**src/rtl/dbgReentryPkg.sv**
```systemverilog
package dbgReentryPkg;
  typedef struct packed {
    logic enter;
    logic fromSlot;
    logic useProbe;
    logic load;
  } dbgStrobe_t;

  localparam int CAUSE_FLAGS = 8;
  localparam int HALT_POS    = 8;
  localparam int DOZE_POS    = 9;
  localparam int INHIBIT_POS = 10;
  localparam int CODE_LO     = 11;
endpackage

```
**src/rtl/dbgReentryCtrl.sv**
```systemverilog
module dbgReentryCtrl
  import dbgReentryPkg::*;
(
  input  logic       clk,
  input  logic       rstN,
  input  logic       excValid,
  input  logic       debugMode,
  input  logic       inDelaySlot,
  input  logic       probeTrap,
  input  logic       loadEn,
  input  logic       intEnable,
  output dbgStrobe_t stb,
  output logic       redirect,
  output logic       intAllow
);
  logic enterNow;

  always_comb begin
    enterNow     = excValid & debugMode;
    stb.enter    = enterNow;
    stb.fromSlot = enterNow & inDelaySlot;
    stb.useProbe = probeTrap;
    stb.load     = loadEn & ~enterNow;
    redirect     = enterNow;
    intAllow     = ~debugMode & intEnable;
  end


  load_yield_chk: assert property (@(posedge clk) disable iff (!rstN)
    stb.enter |-> !stb.load);


  int_block_chk: assert property (@(posedge clk) disable iff (!rstN)
    debugMode |-> !intAllow);
endmodule

```
**src/rtl/dbgReentryDpath.sv**
```systemverilog
module dbgReentryDpath
  import dbgReentryPkg::*;
#(
  parameter int          ADDR_W    = 32,
  parameter int          CODE_W    = 5,
  parameter int          REG_W     = 32,
  parameter logic [31:0] VEC_PROBE = 32'hFF20_0200,
  parameter logic [31:0] VEC_NORM  = 32'hBFC0_0480
) (
  input  logic              clk,
  input  logic              rstN,
  input  dbgStrobe_t        stb,
  input  logic [CODE_W-1:0] excCode,
  input  logic [ADDR_W-1:0] curPc,
  input  logic [ADDR_W-1:0] branchPc,
  input  logic [REG_W-1:0]  loadData,
  output logic [REG_W-1:0]  statusWord,
  output logic [ADDR_W-1:0] returnPc,
  output logic [ADDR_W-1:0] newPc
);
  localparam int CODE_HI  = CODE_LO + CODE_W - 1;
  localparam int SLOT_POS = CODE_HI + 1;

  logic [REG_W-1:0]  statusQ, statusNext;
  logic [ADDR_W-1:0] retQ, retNext;

  always_comb begin
    statusNext = statusQ;
    retNext    = retQ;
    if (stb.enter) begin
      statusNext[CAUSE_FLAGS-1:0]  = '0;
      statusNext[INHIBIT_POS]      = 1'b1;
      statusNext[CODE_HI:CODE_LO]  = excCode;
      statusNext[SLOT_POS]         = stb.fromSlot;
      retNext = stb.fromSlot ? branchPc : curPc;
    end else if (stb.load) begin
      statusNext = loadData;
    end
  end

  always_ff @(posedge clk or negedge rstN) begin
    if (!rstN) begin
      statusQ <= '0;
      retQ    <= '0;
    end else begin
      statusQ <= statusNext;
      retQ    <= retNext;
    end
  end

  assign newPc      = stb.useProbe ? VEC_PROBE[ADDR_W-1:0] : VEC_NORM[ADDR_W-1:0];
  assign statusWord = statusQ;
  assign returnPc   = retQ;


  cause_clear_chk: assert property (@(posedge clk) disable iff (!rstN)
    stb.enter |=> statusWord[CAUSE_FLAGS-1:0] == '0);


  inhibit_set_chk: assert property (@(posedge clk) disable iff (!rstN)
    stb.enter |=> statusWord[INHIBIT_POS]);


  halt_doze_keep_chk: assert property (@(posedge clk) disable iff (!rstN)
    stb.enter |=> statusWord[DOZE_POS:HALT_POS] == $past(statusWord[DOZE_POS:HALT_POS]));


  ret_hold_chk: assert property (@(posedge clk) disable iff (!rstN)
    !stb.enter |=> $stable(returnPc));


  code_take_chk: assert property (@(posedge clk) disable iff (!rstN)
    stb.enter |=> statusWord[CODE_HI:CODE_LO] == $past(excCode));
endmodule

```
**src/rtl/dbgReentryTop.sv**
```systemverilog
module dbgReentryTop
  import dbgReentryPkg::*;
#(
  parameter int ADDR_W = 32,
  parameter int CODE_W = 5,
  parameter int REG_W  = 32
) (
  input  logic              clk,
  input  logic              rstN,
  input  logic              excValid,
  input  logic [CODE_W-1:0] excCode,
  input  logic [ADDR_W-1:0] curPc,
  input  logic              inDelaySlot,
  input  logic [ADDR_W-1:0] branchPc,
  input  logic              probeTrap,
  input  logic              debugMode,
  input  logic              intEnable,
  input  logic              loadEn,
  input  logic [REG_W-1:0]  loadData,
  output logic [REG_W-1:0]  statusWord,
  output logic [ADDR_W-1:0] returnPc,
  output logic              redirect,
  output logic [ADDR_W-1:0] newPc,
  output logic              intAllow
);
  dbgStrobe_t stb;

  dbgReentryCtrl uCtrl (
    .clk(clk), .rstN(rstN), .excValid(excValid), .debugMode(debugMode),
    .inDelaySlot(inDelaySlot), .probeTrap(probeTrap), .loadEn(loadEn),
    .intEnable(intEnable), .stb(stb), .redirect(redirect), .intAllow(intAllow)
  );

  dbgReentryDpath #(.ADDR_W(ADDR_W), .CODE_W(CODE_W), .REG_W(REG_W)) uDpath (
    .clk(clk), .rstN(rstN), .stb(stb), .excCode(excCode), .curPc(curPc),
    .branchPc(branchPc), .loadData(loadData), .statusWord(statusWord),
    .returnPc(returnPc), .newPc(newPc)
  );
endmodule

```
**config.mk**
```make
export PLATFORM = sky130hd
export DESIGN_NAME = dbgReentryTop
export DESIGN_NICKNAME = d
export VERILOG_FILES = /design/src/rtl/dbgReentryPkg.sv /design/src/rtl/dbgReentryCtrl.sv /design/src/rtl/dbgReentryDpath.sv /design/src/rtl/dbgReentryTop.sv
export SDC_FILE = /design/constraint.sdc
export NUM_CORES = 1
export LEC_CHECK = 0
export BUFFER_PORTS_ARGS = -buffer_cell sky130_fd_sc_hd__clkbuf_2
export CORE_MARGIN = 3
export CORE_UTILIZATION = 38
export DETAILED_ROUTE_END_ITERATION = 12
export MAX_ROUTING_LAYER = met4
export PLACE_DENSITY = 0.83
export SYNTH_ARGS = -nofsm -noshare
export SYNTH_HDL_FRONTEND = slang
export SYNTH_HIERARCHICAL = 1
export SYNTH_SLANG_ARGS = --single-unit
```
**constraint.sdc**
```tcl
create_clock -name clk -period 0.85 [get_ports clk]
set_clock_uncertainty 0.1 [all_clocks]
set_input_delay 0.0425 -clock clk [delete_from_list [all_inputs] [get_ports clk]]
set_output_delay 0.0425 -clock clk [all_outputs]
set_load 0.005 [all_outputs]
```
* After elaboration in Yosys (flattened, before gate mapping)
Index checks and enable logic that the tools add are counted.
** Storage, ports and cells
- Flip-flop bits (word level) :: 64
- Input port bits :: 109
- Output and inout bits :: 98
- Logic and storage cells :: 16
** Operators by class
- Muxes and demuxes :: 5
- Bitwise logic cells :: 6
- Reductions and logical operators :: 2
** Operators by type and width (number)
- 2-to-1 mux 32 bit :: 1
- 2-to-1 mux 31 bit :: 1
- 2-to-1 mux 17 bit :: 1
- 2-to-1 mux 8 bit :: 1
- 2-to-1 mux 7 bit :: 1
- AND 1 bit :: 4
- inverter 1 bit :: 2
- AND reduction 2 bit :: 1
- nonzero test 2 bit :: 1

* Logic depth before layout (Yosys ltp)
- Depth after elaboration :: 5
- Depth in mapped cells :: 6
- Depth with buffers taken out :: 3

* Hierarchy
Netlist, hierarchy kept.
** Modules (own cells, without submodules)
- dbgReentryDpath :: times used 1, cells each 265, area each 3040.4 sq um, seq. area each 1601.5 sq um
- dbgReentryCtrl :: times used 1, cells each 6, area each 42.5 sq um, seq. area each 0.0 sq um

* Worst setup path after synthesis
OpenSTA, ideal clock, no wires.
- Kind :: input to register
- Start :: input port loadEn
- End :: register uDpath.statusQ[17], in the netlist uDpath/statusWord[17]
- Library setup time :: 125 ps
- Data arrival time :: 1108 ps
- Data required time :: 625 ps
- Slack :: -484 ps
- Stages :: 6
- Path buffers :: 3
- Cell sequence :: a21boi_0 -> buf_6 -> nor2b_4 -> buf_6 -> buf_8 -> mux2_4
** On the way
- Cells in the longest elaborated chain, start to end :: 2
** Ends and longest elaborated chain
- start, declared :: line dbgReentryTop.sv:18 : input logic loadEn,
- AND 1 bit :: line dbgReentryCtrl.sv:23 : stb.load = loadEn & ~enterNow;
- AND reduction 2 bit (no line)
- end signal, assigned :: line dbgReentryDpath.sv:46 : statusQ <= statusNext;
- end, declared :: line dbgReentryDpath.sv:24 : logic [REG_W-1:0] statusQ, statusNext;
No other way between the ends.
A chain may end at the register's enable or synchronous reset.

* Worst setup path after layout
- Start :: register uDpath.statusQ[30], in the netlist uDpath/statusWord[30]
- End :: output port statusWord[30]
** RTL lines
- end, declared :: line dbgReentryTop.sv:20 : output logic [REG_W-1:0] statusWord,
No word-level cell between the ends.

==> metrics.cfg <==
[worst_setup_path]
path_delay_family = flip-flops
cp_data_required_time_ns = 0.71
path_buf_inv = 2
crit_type = flip-flop to primary output
critPathMostFrequentCell = buf_6
crit_slowest_cell = dfrtp_1
critical_path.max_fanout = 2
crit_path_end_kind = primary output
cp_num_cells = 2
cp_cell_sequence = buf_6 > buf_6
worstRegToRegCells = 2
arrival_ns = 0.96
max_stage_delay_ns = 0.40
critPathLaunchType = flip-flop

[placed_design]
dp_worst_setup_slack_ns = -0.417
place.gp.congestion = 0.772
port_buffers = 181
dpl.hpwl_um = 5920

[route]
dr.pass1.iters = 4
via_count = 3223
ant_nets = 0
wirelength_um = 12300
drc = 0
drtIter0Drc = 91
drt-wirelength-per-cell_um = 17.9
via_per_inst = 4.71

[pwr]
p_per_area_nw_per_um2 = 1650
p_leak_nw = 2.89
vdd.ir_drop.worst_uv = 1500

[timing]
rsz0062_at_grt = true
timing.fmax_mhz = 908
whs_ns = 0.150
tns_ns = -10.65
fin_crit_sh = 1.30
setup_violations = 100
finalHoldViolations = 0
slew_violations = 0
final.setup.worst_slack_ns = -0.251
min_period_ns = 1.10

[hold_path]
holdPathStages = 4
hp-class = input port to flip-flop

[floorplan]
io_pins = 207
fp.dieW_um = 96.1
num_rows = 32
die_area_sq_um = 9230
die_height_um = 96.1
core_area_sq_um = 7810
initial_core_util = 0.395

[grt]
grt_pass1_vias = 3441
grt_antenna_before_repair = 0
grt_use_met1 = 0.261
track_usage = 0.257
grtUsageMet3 = 0.0704
grt.overflow.total = 0
gr-usage-met2 = 0.446
grt_max_degree = 36
grt_pass1_wl_um = 17000
grt_busiest_layer = met2

[yosys]
synth_edf_count = 0
async_flop_share = 1.00
ys_types = 21
yosysMostFrequentCell = dfrtp_1
ys_seq_area_frac = 0.519
syn_inst = 271
ys_ff_latch = 64
syn_avg_cell_area_sq_um = 11.4
synthFlopType = dfrtp_1
synth-warning-count = 6
synth_area_leaders = dfrtp_1 (52%), mux2i_1 (15%), buf_4 (9.0%)
synth_commonest_cells = dfrtp_1 (64), mux2i_1 (46), nor2_1 (40)
netlist.area_leader.share = 0.519
netlist_area_sq_um = 3080
netlist.top_cell.by_area = dfrtp_1

[clocking]
cts-root-buf = clkbuf_8
cts_buffer_depth = 2
cts.sinks = 64
clock_latency_ns = 0.33
numCtsBuffers = 9
cts_tree = built
clkTransAtPathRegs_ns = 0.08
cts.htree.levels = 3

[job]
max_cap_viol_count = 0

[outcome]
violations = setup timing
outcome = finished with violations

[cells_and_area]
layout-drive-gt1-share = 0.494
num_antenna_cells = 0
fillerInstances = 480
area_growth_pct = 87.8
fin_nets = 687

## stage by stage
step	power [mW]	util	cells	area (sq um)
after floorplan	4.63	-	294	3230
after global placement	5.39	0.511	538	3990
after detailed placement	5.47	0.511	538	3990
after CTS	9.09	0.709	675	5540
after global routing	9.99	0.742	685	5790
final	9.54	0.742	685	5790
## power breakdown
group	switching, mW	internal [mW]	total (mW)
registers	0.281	3.47	3.75
logic	1.15	1.66	2.81
clock network	1.23	1.75	2.98
## metal layers
metal  vias to the layer above  wire length [um]
met5                         -                 0
met4                         0               592
met3                        56               814
met2                       179              6670
met1                      1517              4180
li1                       1471                 -
## cells in the final DEF (no fill, tap or decap), types with 2 or more instances in the layout
master	n
a21oi_1	24
a21oi_2	8
buf_12	5
buf_2	2
buf_4	21
buf_6	17
buf_8	3
bufinv_16	2
clkbuf_2	171
clkbuf_8	10
clkinv_4	2
conb_1	25
dfrtp_1	64
dlygate4sd3_1	99
dlymetal6s4s_1	3
mux2_4	17
mux2i_1	42
mux2i_2	4
nand2_1	6
nor2_1	22
nor2_2	8
nor2_4	10
nor2b_1	2
o21ai_1	6
## sequential cells by signal (all words and copies together), names as in the netlist
| register | count |
|---|---|
| uDpath/returnPc | 32 |
| uDpath/statusWord | 32 |
## repair_timing
| action | CTS | global route |
|---|---|---|
| setup buffers | 16 | 16 |
| gates cloned | 4 | 0 |
| hold buffers | 102 | 0 |
| endpoints found under the hold margin | 128 | 0 |
| pin swaps | 2 | 9 |
| resized for setup | 20 | 64 |
| setup endpoints to repair | 89 | 109 |
## tightest hold or removal path, delay by kind of cell
kind / cells / cell delay, ns
AO/OA/AOI/OAI: 1 / 0.16
buffers and inverters: 2 / 0.27
multiplexers: 1 / 0.07
## kinds of logic after synthesis
family | Yosys count | synth area share
buffers and inverters | 51 | 0.119
DFF | 64 | 0.519
other | 2 | 0.00244
AOI/OAI and AO/OA | 40 | 0.0670
muxes | 63 | 0.224
and+or+nand+nor | 51 | 0.0690
## cell type report
cell class | count | area, sq um | share of cell area
Clock inverter | 6 | 91.3 | 0.0158
Sequential cell | 64 | 1600 | 0.277
Inverter | 1 | 3.75 | 0.000648
Clock buffer | 10 | 138 | 0.0238
Timing Repair Buffer | 323 | 2450 | 0.423
Multi-Input combinational cell | 179 | 1380 | 0.238
Tap cell | 102 | 128 | 0.0220
## final timing paths
| kind | from | to | slack, ns |
|---|---|---|---|
| min reg2reg | uDpath/statusWord[27] | uDpath/statusWord[27] | 0.43 |
| min | branchPc[15] | uDpath/returnPc[15] | 0.15 |
| max reg2reg | uDpath/statusWord[18] | uDpath/statusWord[18] | -0.18 |
| max | uDpath/statusWord[30] | statusWord[30] | -0.25 |
| min in group asynchronous | rstN | uDpath/statusWord[2] | 0.16 |
| max in group asynchronous | rstN | uDpath/returnPc[20] | 0.28 |
Note: power is estimated with default switching activity, not from simulation.
